--- src/rtl/sfg_pkg.sv ---
package sfg_pkg;

   typedef enum logic [1:0] {
      WLEN_8  = 2'b00,
      WLEN_10 = 2'b01,
      WLEN_12 = 2'b10,
      WLEN_16 = 2'b11
   } wlen_e;

   localparam int WLEN_MAX = 16;
   localparam int WBIT_W   = $clog2(WLEN_MAX + 1);

   function automatic logic [WBIT_W-1:0] wlen_bits(input wlen_e code);
      case (code)
         WLEN_8:  return WBIT_W'(8);
         WLEN_10: return WBIT_W'(10);
         WLEN_12: return WBIT_W'(12);
         default: return WBIT_W'(16);
      endcase
   endfunction

endpackage

--- src/rtl/sfg_prescale.sv ---
module sfg_prescale #(
   parameter int FIXED_DIV = 4,
   parameter int SLOW_DIV  = 8,
   parameter int PM_W      = 8
) (
   input  logic            clk,
   input  logic            rst_n,
   input  logic            run,
   input  logic            slow_sel,
   input  logic [PM_W-1:0] modulus,
   output logic            tick
);
   localparam int FW = (FIXED_DIV > 1) ? $clog2(FIXED_DIV) : 1;
   localparam int SW = (SLOW_DIV > 1) ? $clog2(SLOW_DIV) : 1;

   if (FIXED_DIV < 1 || SLOW_DIV < 1 || PM_W < 1 || PM_W > 16) begin : g_bad_param
      $error("sfg_prescale: divider parameters out of range");
   end

   logic            tick_f;
   logic            tick_s;
   logic [PM_W-1:0] m_cnt;

   // fixed first stage
   if (FIXED_DIV > 1) begin : g_fixed
      localparam logic [FW-1:0] F_LAST = FW'(FIXED_DIV - 1);
      logic [FW-1:0] f_cnt;
      always_ff @(posedge clk or negedge rst_n) begin
         if (!rst_n)              f_cnt <= '0;
         else if (!run)           f_cnt <= '0;
         else if (f_cnt == F_LAST) f_cnt <= '0;
         else                     f_cnt <= f_cnt + 1'b1;
      end
      assign tick_f = run & (f_cnt == F_LAST);

      // a divided strobe is never two cycles wide
      p_tick_gap_r1: assert property (@(posedge clk) disable iff (!rst_n)
         tick |=> !tick);
   end else begin : g_no_fixed
      assign tick_f = run;
   end

   // selectable second stage
   if (SLOW_DIV > 1) begin : g_slow
      localparam logic [SW-1:0] S_LAST = SW'(SLOW_DIV - 1);
      logic [SW-1:0] s_cnt;
      always_ff @(posedge clk or negedge rst_n) begin
         if (!rst_n)                 s_cnt <= '0;
         else if (!run || !slow_sel) s_cnt <= '0;
         else if (tick_f)            s_cnt <= (s_cnt == S_LAST) ? '0 : s_cnt + 1'b1;
      end
      assign tick_s = tick_f & (!slow_sel | (s_cnt == S_LAST));
   end else begin : g_no_slow
      assign tick_s = tick_f;
   end

   // programmable modulus stage
   always_ff @(posedge clk or negedge rst_n) begin
      if (!rst_n)      m_cnt <= '0;
      else if (!run)   m_cnt <= '0;
      else if (tick_s) m_cnt <= (m_cnt >= modulus) ? '0 : m_cnt + 1'b1;
   end

   assign tick = tick_s & (m_cnt >= modulus);

   // no strobe while stopped
   p_run_idle_r9: assert property (@(posedge clk) disable iff (!rst_n)
      !run |-> !tick);

endmodule

--- src/rtl/sfg_slot_ctr.sv ---
module sfg_slot_ctr #(
   parameter int BIT_W = 5,
   parameter int DC_W  = 5
) (
   input  logic             clk,
   input  logic             rst_n,
   input  logic             run,
   input  logic             bit_stb,
   input  logic [BIT_W-1:0] word_bits,
   input  logic [DC_W-1:0]  last_slot,
   input  logic             hold,
   output logic             word_edge,
   output logic             frame_edge,
   output logic             word_begin,
   output logic             slot_zero
);
   if (BIT_W < 2 || DC_W < 1) begin : g_bad_param
      $error("sfg_slot_ctr: counter widths out of range");
   end

   logic [BIT_W-1:0] idx;
   logic [DC_W-1:0]  slot;

   assign word_edge  = bit_stb & (idx == '0);
   assign slot_zero  = (slot == '0);
   assign frame_edge = word_edge & slot_zero;
   assign word_begin = word_edge & !hold;

   always_ff @(posedge clk or negedge rst_n) begin
      if (!rst_n) begin
         idx  <= '0;
         slot <= '0;
      end else if (!run) begin
         idx  <= '0;
         slot <= '0;
      end else if (bit_stb && !(word_edge && hold)) begin
         if (idx >= word_bits - 1'b1) begin
            idx  <= '0;
            slot <= (slot >= last_slot) ? '0 : slot + 1'b1;
         end else begin
            idx  <= idx + 1'b1;
         end
      end
   end

   // bit index stays inside the active word
   p_idx_bound_r2: assert property (@(posedge clk) disable iff (!rst_n)
      run |-> (idx < word_bits));

   // an idle demand slot keeps the word unopened
   p_hold_idle_r7: assert property (@(posedge clk) disable iff (!rst_n)
      (run && hold && word_edge) |=> (idx == '0));

endmodule

--- src/rtl/sfg_fsync.sv ---
module sfg_fsync (
   input  logic clk,
   input  logic rst_n,
   input  logic run,
   input  logic bit_stb,
   input  logic word_edge,
   input  logic frame_begin,
   input  logic long_sync,
   output logic fsync
);
   logic fs_q;
   logic long_q;

   always_ff @(posedge clk or negedge rst_n) begin
      if (!rst_n) begin
         fs_q   <= 1'b0;
         long_q <= 1'b0;
      end else if (!run) begin
         fs_q   <= 1'b0;
         long_q <= 1'b0;
      end else if (frame_begin) begin
         fs_q   <= 1'b1;
         long_q <= long_sync;
      end else if (bit_stb && (!long_q || word_edge)) begin
         fs_q   <= 1'b0;
      end
   end

   assign fsync = fs_q;

   // sync only rises after a frame opening
   p_fs_start_r5: assert property (@(posedge clk) disable iff (!rst_n)
      $rose(fsync) |-> $past(frame_begin));

   // stopping clears the sync on the next edge
   p_fs_stop_r9: assert property (@(posedge clk) disable iff (!rst_n)
      !run |=> !fsync);

endmodule

--- src/rtl/sfg_top.sv ---
module sfg_top #(
   parameter int FIXED_DIV = 4,
   parameter int SLOW_DIV  = 8,
   parameter int PM_W      = 8,
   parameter int DC_W      = 5
) (
   input  logic            clk,
   input  logic            rst_n,
   input  logic            en,
   input  logic            psr_sel,
   input  logic [PM_W-1:0] pm_div,
   input  logic [1:0]      wl_code,
   input  logic [DC_W-1:0] dc_div,
   input  logic            net_mode,
   input  logic            fs_word,
   input  logic            word_req,
   output logic            bit_stb,
   output logic            word_stb,
   output logic            frame_stb,
   output logic            fsync
);
   import sfg_pkg::*;

   localparam int BIT_W = WBIT_W;

   if (DC_W < 1 || DC_W > 8) begin : g_bad_param
      $error("sfg_top: frame divider width out of range");
   end

   // active configuration
   logic            a_psr;
   logic [PM_W-1:0] a_pm;
   wlen_e           a_wl;
   logic [DC_W-1:0] a_dc;
   logic            a_net;
   logic            a_fsw;

   // configuration seen by framing logic (new set on a frame opening)
   wlen_e           u_wl;
   logic [DC_W-1:0] u_dc;
   logic            u_net;
   logic            u_fsw;
   logic            u_ondemand;
   logic            u_long;

   logic tick;
   logic word_edge;
   logic frame_edge;
   logic word_begin;
   logic slot_zero;
   logic frame_begin;
   logic load;

   assign load = !en | frame_edge;

   always_ff @(posedge clk or negedge rst_n) begin
      if (!rst_n) begin
         a_psr <= 1'b0;
         a_pm  <= '0;
         a_wl  <= WLEN_8;
         a_dc  <= '0;
         a_net <= 1'b0;
         a_fsw <= 1'b0;
      end else if (load) begin
         a_psr <= psr_sel;
         a_pm  <= pm_div;
         a_wl  <= wlen_e'(wl_code);
         a_dc  <= dc_div;
         a_net <= net_mode;
         a_fsw <= fs_word;
      end
   end

   always_comb begin
      if (frame_edge) begin
         u_wl  = wlen_e'(wl_code);
         u_dc  = dc_div;
         u_net = net_mode;
         u_fsw = fs_word;
      end else begin
         u_wl  = a_wl;
         u_dc  = a_dc;
         u_net = a_net;
         u_fsw = a_fsw;
      end
      u_ondemand = u_net & (u_dc == '0);
      u_long     = u_fsw & !(!u_net & (u_dc == '0));
   end

   sfg_prescale #(
      .FIXED_DIV (FIXED_DIV),
      .SLOW_DIV  (SLOW_DIV),
      .PM_W      (PM_W)
   ) u_pre (
      .clk      (clk),
      .rst_n    (rst_n),
      .run      (en),
      .slow_sel (a_psr),
      .modulus  (a_pm),
      .tick     (tick)
   );

   sfg_slot_ctr #(
      .BIT_W (BIT_W),
      .DC_W  (DC_W)
   ) u_slot (
      .clk        (clk),
      .rst_n      (rst_n),
      .run        (en),
      .bit_stb    (tick),
      .word_bits  (wlen_bits(u_wl)),
      .last_slot  (u_dc),
      .hold       (u_ondemand & !word_req),
      .word_edge  (word_edge),
      .frame_edge (frame_edge),
      .word_begin (word_begin),
      .slot_zero  (slot_zero)
   );

   assign frame_begin = word_begin & slot_zero;

   sfg_fsync u_fs (
      .clk         (clk),
      .rst_n       (rst_n),
      .run         (en),
      .bit_stb     (tick),
      .word_edge   (word_edge),
      .frame_begin (frame_begin),
      .long_sync   (u_long),
      .fsync       (fsync)
   );

   assign bit_stb   = tick;
   assign frame_stb = frame_begin;
   assign word_stb  = word_begin & (u_net | slot_zero);

   // a frame opening is always a bit strobe and a word opening
   p_frame_on_bit_r3: assert property (@(posedge clk) disable iff (!rst_n)
      frame_stb |-> (bit_stb && word_stb));

   // in normal mode a data word only opens with a frame
   p_word_in_frame_r4: assert property (@(posedge clk) disable iff (!rst_n)
      (word_stb && !u_net) |-> frame_stb);

   // strobes are quiet while disabled
   p_idle_r9: assert property (@(posedge clk) disable iff (!rst_n)
      !en |-> (!bit_stb && !word_stb && !frame_stb));

   // the active set only moves on a frame opening or while stopped
   p_cfg_hold_r8: assert property (@(posedge clk) disable iff (!rst_n)
      (en && !frame_edge) |=> ($stable(a_pm) && $stable(a_dc) && $stable(a_wl)
                               && $stable(a_psr) && $stable(a_net)));

endmodule

--- config.mk ---
export PLATFORM = sky130hd
export DESIGN_NAME = sfg_top
export DESIGN_NICKNAME = d
export VERILOG_FILES = /design/src/rtl/sfg_pkg.sv /design/src/rtl/sfg_prescale.sv /design/src/rtl/sfg_slot_ctr.sv /design/src/rtl/sfg_fsync.sv /design/src/rtl/sfg_top.sv
export SDC_FILE = /design/constraint.sdc
export NUM_CORES = 1
export LEC_CHECK = 0
export BUFFER_PORTS_ARGS = -buffer_cell sky130_fd_sc_hd__buf_2
export CAP_MARGIN = 5
export CORE_ASPECT_RATIO = 0.9
export CORE_MARGIN = 2
export CORE_UTILIZATION = 47
export DETAILED_ROUTE_END_ITERATION = 7
export GPL_TIMING_DRIVEN = 0
export PLACE_DENSITY = 0.68
export SLEW_MARGIN = 30
export SYNTH_ARGS = -nofsm -noshare
export SYNTH_HDL_FRONTEND = slang
export SYNTH_SLANG_ARGS = --single-unit
--- constraint.sdc ---
create_clock -name clk -period 6 [get_ports clk]
set_input_delay 1.5 -clock clk [delete_from_list [all_inputs] [get_ports clk]]
set_output_delay 1.5 -clock clk [all_outputs]
set_load 0.05 [all_outputs]
* Word level (Yosys, flattened, before mapping) *
Index checks and enable logic that the tools add are counted.

storage, ports and cells
  flip-flop bits (word level) = 43
  input port bits = 22
  output and inout port bits = 4
  word-level logic and storage cells = 90

cells by class
  add/sub/neg operators = 6
  order comparisons = 3
  equal/unequal tests = 9
  multiplexer cells = 25
  bitwise gates (word level) = 15
  reduce and logical (&&, ||, !) cells = 19

operators by type and width
  kind                                                   number
  2-to-1 mux 5 bit                                       8
  2-to-1 mux 8 bit                                       3
  logical NOT 5 bit                                      3
  case mux 5 bit (3 select lines)                        1
  AND 1 bit                                              12
  adder 5 x 1 -> 5 bit, second input constant            2
  >= comparator 5 bit                                    2
  2-to-1 mux 3 bit                                       3
  adder 8 x 1 -> 8 bit, second input constant            1
  >= comparator 8 bit                                    1
  logical NOT 1 bit                                      8
  inequality test 2 x 1 -> 1 bit, second input constant  4
  2-to-1 mux 1 bit                                       7
  2-to-1 mux 2 bit                                       3
  subtractor 5 x 1 -> 5 bit, second input constant       1
  == test 2 bit, second input constant                   2
  adder 3 x 1 -> 3 bit, second input constant            1
  == test 3 bit, second input constant                   1
  logical AND 1 bit                                      3
  inequality test 3 x 1 -> 1 bit, second input constant  1
  bitwise OR 1 bit                                       3
  adder 2 x 1 -> 2 bit, second input constant            1
  == test 2 x 1 -> 1 bit, second input constant          1
  logical NOT 2 bit                                      1
  3 further kinds                                        4

* Depth between registers and ports, before layout *
  word-level depth = 15
  gate-level depth with buffers = 19
  depth with buffers taken out = 17

* Modules after synthesis *
Synthesis repeated with hierarchy kept, for this count alone.

second synthesis, totals
  cells, all modules = 275
  area, all modules = 2904.0 µm²

by module, submodules not included
  module        instances  cells an instance  area an instance (µm²)  sequential area each (µm²)
  sfg_slot_ctr  1          101                943.4                   250.2
  sfg_prescale  1          99                 942.2                   325.3
  sfg_top       1          67                 930.9                   450.4
  sfg_fsync     1          8                  87.6                    50.0

* Worst setup path before layout *
No wires, ideal clock.

  path type = input port to flip-flop
  start point = input en
  end point = register u_slot.idx[3]
  setup time = 0.096 ns
  arrival time = 4.699 ns
  data required time = 5.904 ns
  path slack = 1.205 ns
  cell stages on the path = 15
  buffers on the path = 2
  cell sequence = o211a_1 -> and3_4 -> o21bai_1 -> buf_2 -> mux2i_1 -> inv_1 -> ha_1 -> xnor2_1 -> ha_1 -> nand2_1 -> a21oi_1 -> a2111oi_0 -> clkbuf_1 -> nand4b_1 -> o31ai_1

between the ends
  word-level cells in the longest chain between the ends = 13

ends and longest elaborated chain
  element                                                                    line                                    RTL
  start: declaration                                                         sfg_top.sv:9                            input logic en,
  AND 1 bit                                                                  sfg_prescale.sv:34                      assign tick_f = run & (f_cnt == F_LAST);
  AND 1 bit                                                                  sfg_prescale.sv:52                      assign tick_s = tick_f & (!slow_sel | (s_cnt == S_LAST));
  AND 1 bit                                                                  sfg_prescale.sv:64                      assign tick = tick_s & (m_cnt >= modulus);
  AND 1 bit                                                                  sfg_slot_ctr.sv:24                      assign word_edge = bit_stb & (idx == '0);
  AND 1 bit                                                                  sfg_slot_ctr.sv:26                      assign frame_edge = word_edge & slot_zero;
  2-to-1 mux 2 bit / 2-to-1 mux 5 bit (equally long branches)                sfg_top.sv:75                           if (frame_edge) begin
  == test 2 bit (tied with other cells)                                      sfg_pkg.sv:14                           case (code)
  case mux 5 bit (3 select lines) / AND 1 bit (equally long branches)        sfg_pkg.sv:14, sfg_top.sv:86
  subtractor 5 x 1 -> 5 bit / AND 1 bit (equally long branches)              sfg_slot_ctr.sv:37, sfg_top.sv:113
  >= comparator 5 bit / logical AND 1 bit (equally long branches)            sfg_slot_ctr.sv:37, sfg_slot_ctr.sv:36
  2-to-1 mux 5 bit / logical NOT 1 bit (equally long branches)               sfg_slot_ctr.sv:37, sfg_slot_ctr.sv:36
  2-to-1 mux 5 bit / logical AND 1 bit (equally long branches)               sfg_slot_ctr.sv:36                      end else if (bit_stb && !(word_edge && hold)) begin
  2-to-1 mux 5 bit / inequality test 2 x 1 -> 1 bit (equally long branches)  -
  end signal: assignment                                                     sfg_slot_ctr.sv:41                      idx <= idx + 1'b1;
  end: declaration                                                           sfg_slot_ctr.sv:21                      logic [BIT_W-1:0] idx;

Parallel ways exist; a longest one is shown, timed or not. The select of a mux whose other input is x is not followed.
A chain may end at the register's enable or synchronous reset.

* Worst setup path after layout *
Ends and elaborated chain as after synthesis.

==> metrics.cfg <==
[yosys]
synth_cell_types = 46
synth.largest_area_cell = dfrtp_1
synthCells = 273
synthTopCellsByCount = dfrtp_1, ha_1, nand2_1
yosys_warnings = 0
synth_top_area_share_pct = 39.6
synth_area_um2 = 2650
syn_nets = 324
ys_seq_area_share_pct = 39.6
ys.flop_type = dfrtp_1
avgSynthCellArea_um2 = 9.71
yosysMostFrequentCell = dfrtp_1
ys_ff_latch = 42
synth.area.top_cells = dfrtp_1, ha_1, o21ai_0
synth_edf_count = 0
async_reset_ff_share_pct = 100

[detailed_routing]
detail_route.drc_violations = 0
postRouteAntennaNets = 0
vias_per_cell = 5.63
via_count = 2100
drtIter0Drc = 84
wl_mm = 5.27
detail_route.first_pass.iterations = 4
drt-wirelength-per-cell_um = 14.1

[layout]
fillCellCount = 489
diodes = 0
stdcell_area_um2 = 2950
syn2layout_area_growth_pct = 11.4
nNetsFinal = 356
drive_above_1_share_pct = 17.0

[sta]
final.setup_skew_ns = 0.00735
slew-limit-headroom_pct = 39.7
period_needed_ns = 5.17
final_max_slew_viol_count = 0
finalHoldViolCount = 0
fin_crit_sh_pct = 86.2
clock.fmax_mhz = 193
setup_viol = 0
rsz0062_at_grt = no
tightest_slew_ns = 0.882
tns_ns = 0

[power]
p_per_area_nw_per_um2 = 248
peakVddDrop_uv = 150
power_w = 0.000733
leakage_nw = 1.42

[grt]
grt_max_degree = 43
grt_usage_pct = 17.8
grt_pass1_wl_mm = 8.94
antenna_found_initial = 0
grt_pass1_vias = 1952
grt-ovfl-total = 0

[setup_path]
worstSetupEndpoint = u_slot.idx[3]
path_class = input pin to register
reg2reg_from = u_slot.idx[0]
worstPathMaxFanout = 10
crit_path_start_kind = input pin
rrSetupSlack_ns = 1.09
cp_data_required_time_ns = 6.21
crit_path_start = en
cp_data_arrival_time_ns = 5.39
worst_setup_path_end_kind = register
r2r_end = u_slot.idx[3]
rr_worst_depth = 18

[clock_network]
cts_tree = built
cts_buffers = 5
cts_resized = 0
cts_buffer_depth = 2
clk_pin_slew_ns = 0.09
cts_num_sinks = 42
cts-root-buf = clkbuf_8
ctsHoldBuffers = 0
cts_setup_buffers = 0
clk_latency_ns = 0.30
htreeDepth = 2

[die]
fp.dieW_um = 83.2
start_util_pct = 49.6
die-area_um2 = 6260
dieHeight_um = 75.3
io_pins = 26
rows = 25
core_um2 = 5350

[hold_path]
min_path_type = register to register

[run]
cap_violations = 0

[place]
dpl.hpwl_mm = 4.01
placed_cell_area_um2 = 2860
place.port_buffers = 25
gp_congestion = 0.791

[run_status]
outcome = finished clean

cell usage in the layout (no fill, tap or decap), types with 2 or more instances in the layout:
cell	instances
or4_1	2
nand2_1	29
and2_1	3
mux2i_1	9
o21ai_0	26
a31oi_1	4
or2_1	2
nor3_1	3
nor2_1	18
nand2b_1	4
clkbuf_1	4
nand4_1	4
clkbuf_8	5
o31ai_1	2
buf_2	26
mux2_2	11
inv_1	19
and3_1	7
nand3_1	6
a21o_1	2
nand4b_1	3
a21oi_1	11
dfrtp_1	42
and3b_1	2
o41ai_1	6
or3_1	2
xnor2_1	2
ha_1	29
layout make-up:
type                    instances  area (um^2)  area share (%)
multi-input cells             206         1500            50.9
flip-flops and latches         42         1050            35.6
repair buffers                 25          128            4.32
well taps                      67         83.8            2.84
inverters                      19         71.3            2.42
clock buffers                   5         68.8            2.33
plain buffers                   6         25.0           0.847
clock inverters                 3         21.3           0.720
flip-flops by register name (all words and copies together), names as in the netlist:
register,cells
u_fs.fsync,1
a_wl,2
a_psr,1
u_pre.g_fixed.f_cnt,2
u_pre.g_slow.s_cnt,3
a_net,1
a_dc,5
a_pm,8
u_slot.idx,5
u_fs.long_q,1
u_slot.slot,5
u_pre.m_cnt,8
metrics by stage:
step / setup WS, ns / instances / hold WS, ns / util (%)
3_5_place_dp: 0.468 / 365 / 0.423 / 53.5
5_1_grt: 0.416 / 373 / 0.440 / 55.2
3_3_place_gp: 0.511 / 365 / 0.427 / 53.5
2_1_floorplan: 1.21 / 273 / 0.408 / -
6_report: 0.829 / 373 / 0.437 / 55.2
4_1_cts: 0.782 / 373 / 0.435 / 55.2
power breakdown:
part,switching [W],internal (W),leakage [nW],total (W)
clock network,0.000106,0.0000818,0.0441,0.000187
logic,0.000104,0.0000869,0.832,0.000190
registers,0.0000385,0.000316,0.541,0.000355
worst min path at each step:
stage / from / endpoint / slack, ns / cells after the start
floorplan: u_pre.g_fixed.f_cnt[0] / u_pre.g_fixed.f_cnt[0] / 0.41 / 1
global placement: u_pre.g_fixed.f_cnt[0] / u_pre.g_fixed.f_cnt[0] / 0.43 / 1
detailed placement: u_pre.g_fixed.f_cnt[0] / u_pre.g_fixed.f_cnt[0] / 0.42 / 1
CTS: u_pre.g_fixed.f_cnt[0] / u_pre.g_fixed.f_cnt[0] / 0.43 / 1
global route: u_pre.g_fixed.f_cnt[0] / u_pre.g_fixed.f_cnt[0] / 0.44 / 1
finish: u_pre.g_fixed.f_cnt[0] / u_pre.g_fixed.f_cnt[0] / 0.44 / 1
per-layer routing:
metal	share of wire (%)	track usage [%]	up-vias
met4	1.1	4.92	0
met2	47	30.6	39
met3	3.5	3.29	7
li1	-	-	1060
met1	48	23.5	994
met5	0	0	-
worst max-delay path, stage by stage:
cell	delay, ns
buf_2	0.12
o211a_1	0.27
and3_4	0.25
o21bai_1	0.10
buf_2	0.27
mux2i_1	0.30
inv_1	0.12
ha_1	0.22
xnor2_1	0.17
ha_1	0.27
nand2_1	0.07
a21oi_1	0.04
a2111oi_0	0.77
clkbuf_1	0.39
nand4b_1	0.25
o31ai_1	0.27
cell families after synthesis:
| logic type | share of synthesized area (%) |
|---|---|
| mux | 8.64 |
| buf+inv | 3.63 |
| xor+xnor | 0.991 |
| simple gates | 18.5 |
| fa+ha+maj | 13.7 |
| compound gates | 15.0 |
| flops | 39.6 |
No activity file was read; power rests on OpenSTA's default activity.
